`src/rtl/scanbuf_pkg.sv`:
```
package scanbuf_pkg;

  // Write-side command strobes for one cycle.
  typedef struct packed {
    logic store;
    logic step;
    logic load;
  } wr_cmd_t;

  localparam int unsigned NBANK = 2;

endpackage

```
`src/rtl/scanbuf_waddr.sv`:
```
module scanbuf_waddr
  import scanbuf_pkg::*;
#(
  parameter int unsigned ADDR_W = 7
) (
  input  logic              clk,
  input  logic              rst_n,
  input  wr_cmd_t           cmd,
  output logic [ADDR_W-1:0] waddr
);

  logic [ADDR_W-1:0] waddr_d;
  logic              waddr_en;

  // Load wins over step; the store uses the pointer before the update.
  always_comb begin
    waddr_en = cmd.load | cmd.step;
    waddr_d  = waddr;
    if (cmd.load)      waddr_d = '0;
    else if (cmd.step) waddr_d = waddr + 1'b1;
  end

  always_ff @(posedge clk or negedge rst_n) begin
    if (!rst_n)        waddr <= '0;
    else if (waddr_en) waddr <= waddr_d;
  end

  a_r5_step_wraps: assert property (@(posedge clk) disable iff (!rst_n)
    (cmd.step && !cmd.load) |=> waddr == ADDR_W'($past(waddr) + 1'b1));

  a_r5_idle_holds: assert property (@(posedge clk) disable iff (!rst_n)
    (!cmd.step && !cmd.load) |=> $stable(waddr));

  a_r6_load_zero: assert property (@(posedge clk) disable iff (!rst_n)
    cmd.load |=> waddr == '0);

endmodule

```
`src/rtl/scanbuf_bank.sv`:
```
module scanbuf_bank #(
  parameter int unsigned WORD_W = 16,
  parameter int unsigned WORDS  = 128,
  parameter int unsigned ADDR_W = 7
) (
  input  logic              clk,
  input  logic              we,
  input  logic [ADDR_W-1:0] waddr,
  input  logic [WORD_W-1:0] wdata,
  input  logic [ADDR_W-1:0] raddr,
  output logic [WORD_W-1:0] rdata
);

  logic [WORD_W-1:0] mem [WORDS];

  always_ff @(posedge clk) begin
    if (we) mem[waddr] <= wdata;
  end

  assign rdata = mem[raddr];

endmodule

```
`src/rtl/scanbuf_rdport.sv`:
```
module scanbuf_rdport
  import scanbuf_pkg::*;
#(
  parameter int unsigned WORD_W = 16,
  parameter int unsigned BIT_W  = 4
) (
  input  logic                         clk,
  input  logic                         rst_n,
  input  logic [NBANK-1:0][WORD_W-1:0] bank_word,
  input  logic                         act_sel,
  input  logic [BIT_W-1:0]             bit_idx,
  output logic                         pix
);

  logic [WORD_W-1:0] word_sel;
  logic              pix_d;

  always_comb begin
    word_sel = bank_word[act_sel];
    pix_d    = word_sel[bit_idx];
  end

  always_ff @(posedge clk or negedge rst_n) begin
    if (!rst_n) pix <= 1'b0;
    else        pix <= pix_d;
  end

endmodule

```
`src/rtl/scanline_dbuf.sv`:
```
module scanline_dbuf
  import scanbuf_pkg::*;
#(
  parameter int unsigned WORD_W   = 16,
  parameter int unsigned LINE_PIX = 2048
) (
  input  logic                        clk,
  input  logic                        rst_n,
  input  logic [WORD_W-1:0]           wr_data,
  input  logic                        wr_store,
  input  logic                        wr_next,
  input  logic                        line_load,
  input  logic [$clog2(LINE_PIX)-1:0] pix_idx,
  output logic                        pix_out
);

  localparam int unsigned WORDS  = LINE_PIX / WORD_W;
  localparam int unsigned ADDR_W = $clog2(WORDS);
  localparam int unsigned BIT_W  = $clog2(WORD_W);
  localparam int unsigned IDX_W  = $clog2(LINE_PIX);

  // Reset: asserted at once, released through two flops.
  logic [1:0] rst_pipe;
  logic       rst_core;

  always_ff @(posedge clk or negedge rst_n) begin
    if (!rst_n) rst_pipe <= '0;
    else        rst_pipe <= {rst_pipe[0], 1'b1};
  end
  assign rst_core = rst_pipe[1];

  wr_cmd_t cmd;
  always_comb begin
    cmd.store = wr_store;
    cmd.step  = wr_next;
    cmd.load  = line_load;
  end

  logic [ADDR_W-1:0] waddr;

  scanbuf_waddr #(.ADDR_W(ADDR_W)) u_waddr (
    .clk   (clk),
    .rst_n (rst_core),
    .cmd   (cmd),
    .waddr (waddr)
  );

  // Bank role select: act_sel names the active bank.
  logic act_sel, act_sel_d;

  always_comb begin
    act_sel_d = act_sel;
    if (cmd.load) act_sel_d = ~act_sel;
  end

  always_ff @(posedge clk or negedge rst_core) begin
    if (!rst_core)     act_sel <= 1'b0;
    else if (cmd.load) act_sel <= act_sel_d;
  end

  logic [ADDR_W-1:0]               raddr;
  logic [BIT_W-1:0]                rbit;
  logic [NBANK-1:0]                bank_we;
  logic [NBANK-1:0][WORD_W-1:0]    bank_word;

  assign raddr = pix_idx[IDX_W-1:BIT_W];
  assign rbit  = pix_idx[BIT_W-1:0];

  for (genvar b = 0; b < NBANK; b++) begin : g_bank
    assign bank_we[b] = cmd.store && (act_sel != 1'(b));

    scanbuf_bank #(
      .WORD_W (WORD_W),
      .WORDS  (WORDS),
      .ADDR_W (ADDR_W)
    ) u_bank (
      .clk   (clk),
      .we    (bank_we[b]),
      .waddr (waddr),
      .wdata (wr_data),
      .raddr (raddr),
      .rdata (bank_word[b])
    );
  end

  scanbuf_rdport #(.WORD_W(WORD_W), .BIT_W(BIT_W)) u_rd (
    .clk       (clk),
    .rst_n     (rst_core),
    .bank_word (bank_word),
    .act_sel   (act_sel),
    .bit_idx   (rbit),
    .pix       (pix_out)
  );

  // Cycles since reset release, saturating; it guards the $past window.
  logic [1:0] age, age_d;
  always_comb age_d = (age == 2'd3) ? age : age + 2'd1;
  always_ff @(posedge clk or negedge rst_core) begin
    if (!rst_core) age <= '0;
    else           age <= age_d;
  end

  a_r6_swap_on_load: assert property (@(posedge clk) disable iff (!rst_core)
    cmd.load |=> act_sel != $past(act_sel));

  a_r6_roles_hold: assert property (@(posedge clk) disable iff (!rst_core)
    !cmd.load |=> $stable(act_sel));

  a_r4_one_bank_written: assert property (@(posedge clk) disable iff (!rst_core)
    $onehot0(bank_we));

  a_r8_steady_output: assert property (@(posedge clk) disable iff (!rst_core)
    (age == 2'd3 && !$past(cmd.load) && pix_idx == $past(pix_idx))
      |=> pix_out == $past(pix_out));

  always_comb begin
    if (!rst_n) a_r1_reset_out: assert (pix_out == 1'b0 || $isunknown(pix_out));
  end

endmodule

```
`config.mk`:
```
export PLATFORM = sky130hd
export DESIGN_NAME = scanline_dbuf
export DESIGN_NICKNAME = d
export VERILOG_FILES = /design/src/rtl/scanbuf_pkg.sv /design/src/rtl/scanbuf_waddr.sv /design/src/rtl/scanbuf_bank.sv /design/src/rtl/scanbuf_rdport.sv /design/src/rtl/scanline_dbuf.sv
export SDC_FILE = /design/constraint.sdc
export NUM_CORES = 2
export LEC_CHECK = 0
export BUFFER_PORTS_ARGS = -buffer_cell sky130_fd_sc_hd__buf_2
export CORE_UTILIZATION = 65
export CTS_CLUSTER_SIZE = 14
export DETAILED_ROUTE_END_ITERATION = 8
export HOLD_SLACK_MARGIN = 0.03
export PLACE_DENSITY = 0.8
export SLEW_MARGIN = 5
export SYNTH_ARGS = -nofsm -noshare
export SYNTH_HDL_FRONTEND = slang
export SYNTH_SLANG_ARGS = --single-unit
```
`constraint.sdc`:
```
create_clock -name clk -period 1 [get_ports clk]
set_clock_uncertainty 0.1 [all_clocks]
set_input_delay 0.2 -clock clk [delete_from_list [all_inputs] [get_ports clk]]
set_output_delay 0.2 -clock clk [all_outputs]
set_load 0.02 [all_outputs]
```
==> run metrics <==
violated checks setup timing; Netlist cell types 81; grt total ovfl 0; worst path required time 1790 ps; die width 496 µm; Synth async-reset ratio 0.00268; minimum clock period 3370 ps; Cells after Synth 7314; CTS buffer count 404; endpoints failing setup 4160; crit path cell chain buf_4, buf_4, and3b_1, buf_4, buf_4, o21ai_0, buf_4, o21ai_1, nor3_1, buf_4, nand2_1, nand4b_1, and4_1; Worst-path clk slew 60 ps; proportion of layout cells with a drive suffix above 1 0.353; clk_lat worst skew 1050 ps; root buf cell clkbuf_16; most frequent cells in the layout edfxtp_1, buf_4, mux4_2; crit path buf inv count 6; initial antenna violation count 27; largest net degree at the start of global routing 89; number of flops mapped to enable cells by yosys 4096; Layout Nets 8750; crit-path max cell delay 580 ps; Synth Area per Inst 21.7 µm²; Crit. End Element flip-flop; Main synth FF type edfxtp_1; clock share of power 0.409; Yosys reg bits 4107; Worst path most repeated cell buf_4; Arr. time, crit path 4170 ps; Initial Util 0.653; Setup crit start kind flip-flop; I/O Buffers 32; Hold WC Path Type in -> reg; HPWL Detailed 296000 µm; status finished with violations; switching part of the total power 0.227; commonest non-fill, non-tap cell in the layout edfxtp_1; clk buf depth 4; Global Route Usage Sum 0.417; drt total wl 509000 µm; vias in the first global route 92400; Comb power frac 0.078; Warnings, synthesis 0; final worst slack -2370 ps; slowest CP cell dfrtp_4; DRT iter0 DRCs 17500; final slew viol count 0; net count after synthesis 7347; crit path kind reg -> reg; Antenna Nets Post-Route 0; Net Sw Power 83.8 mW; Place WS -3190 ps; CTS hold repair buffers 27; DIE AREA 246000 µm²; GPL Wtd Cong 0.991; Worst-Margin Slew 1400 ps; fmax 0.296 GHz; Core Footprint 243000 µm²; via-per-instance ratio 7.53; drt first pass iters 8; area of the mapped netlist 159000 µm²; CP Max Fanout 7; cell row count 181; DRC Markers 0; Worst path top cell family by delay buffers and inverters; first-pass GRT wire length 701000 µm; max_cap viols 0; max_slew headroom 0.0565; Die Ht 496 µm; RSZ-0062 raised after global routing true; final hold vios 0; static leakage 62.5 nW; sequential cell area fraction in the yosys report 0.776; Pint 286 mW; Final period util 3.37; clock sink count 4107; number of I/O pins 33; PwrDens 1930 nW/µm²; Clock H-tree levels 5; Via Count 92100; Max VDD drop 1.71 mV; CTS tree done; Flop pwr share 0.514; Synth-to-Final Area Change 20.3%; Routed WL per cell 41.6 µm; TNS Setup -4906310 ps
[synth_stat cells (all sizes together) (5+ instances only)]
library cell	count	area (µm²)
edfxtp	4096	123000
a22oi	104	781
nor3	51	255
o22ai	104	651
a211oi	29	218
a221oi	25	219
nor2	331	1240
buf	275	2460
nand2	135	507
clkbuf	159	601
o31ai	11	82.6
a22o	25	219
a21oi	144	721
mux2i	459	4590
o21ai	77	385
a211o	9	78.8
nand3	35	175
and3	9	56.3
a2111oi	10	88.8
and2	14	87.6
xor2	6	52.6
nor2b	13	81.3
nand4	18	113
mux2	6	67.6
dfrtp	11	275
nor4	20	131
a31oi	12	75.1
nand2b	7	43.8
inv	5	18.8
mux4	865	19500
o221ai	167	1480
o211ai	18	135
o311ai	7	61.3
[cell families after synthesis]
kind of cell | count (synthesis) | share of synthesized area
AOI/OAI and AO/OA | 769 | 0.0343
xor gates and xnor gates | 7 | 0.000386
adders and majority gates | 1 | 0.0000787
buffers and inverters | 441 | 0.0194
DFF | 4107 | 0.776
muxes | 1330 | 0.152
other | 1 | 0.0000236
and+or+nand+nor | 658 | 0.0182
[worst register-to-register path, cell delays in order (launching register included)]
cell      delay (ps)
dfrtp_4          580
buf_4            180
buf_4            190
and3b_1          270
buf_4            220
buf_4            150
o21ai_0           90
buf_4            190
o21ai_1          560
nor3_1           150
buf_4            200
nand2_1           80
nand4b_1         130
and4_1           180
[worst paths after layout]
check	from	endpoint	slack [ps]	cells after the start
worst max-delay path	act_sel	u_rd.pix	-2370	13
worst min-delay path	wr_store	g_bank[0].u_bank.mem[31][7]	10	5
min in group asynchronous	rst_pipe[1]	u_waddr.waddr[3]	110	1
worst max register to register	act_sel	u_rd.pix	-2370	13
max in group asynchronous	rst_n	rst_pipe[1]	190	4
worst min register to register	rst_pipe[1]	u_waddr.waddr[3]	110	1
[layout make-up]
class	count	area, µm²
Sequential cell	4107	123000
Fill cell	10800	52000
Timing Repair Buffer	1431	16600
Inverter	7	41.3
Antenna cell	16	40.0
Clock inverter	217	2140
Multi-Input combinational cell	2766	34500
Clock buffer	490	10600
Tap cell	3202	4010
[sequential cells by signal, summed over array words and instances, names as in the netlist]
name / count
g_bank.u_bank.mem: 4096
act_sel: 1
u_waddr.waddr: 7
rst_pipe: 2
u_rd.pix: 1
[power groups by stage]
stage	Sequential, mW	Clock (mW)	Combinational, mW
2_1_floorplan	194	0	11.1
3_3_place_gp	194	0	25.0
3_5_place_dp	194	0	25.7
4_1_cts	190	150	26.9
5_1_grt	190	156	28.4
6_report	190	151	28.7
[metrics by stage]
stage	util	power [mW]	cell area, µm²	std cells	hold slack (ps)
floorplan	-	205	160000	7314	-196
global placement	0.729	219	177000	11500	-115
detailed placement	0.729	219	177000	11500	-111
CTS	0.785	367	191000	12200	-26.6
global route	0.786	375	191000	12200	6.94
finish	0.786	370	191000	12200	13.5
[metal layers]
metal  vias to the layer above  global-route usage  wire, µm
met3                      2443               0.132     78800
met5                         -             0.00116       270
met1                     45900               0.507    150000
met4                        26               0.299     45600
li1                      33900                   -         -
met2                      9882               0.638    235000
[timing repair]
item                        CTS  global route
pin swaps                    25            18
gates cloned                  5             1
setup endpoints to repair  4105          4122
hold endpoints to repair   4167            12
buffers inserted              2             2
resized for setup            84            57
Note: power is estimated with default switching activity, not from simulation.
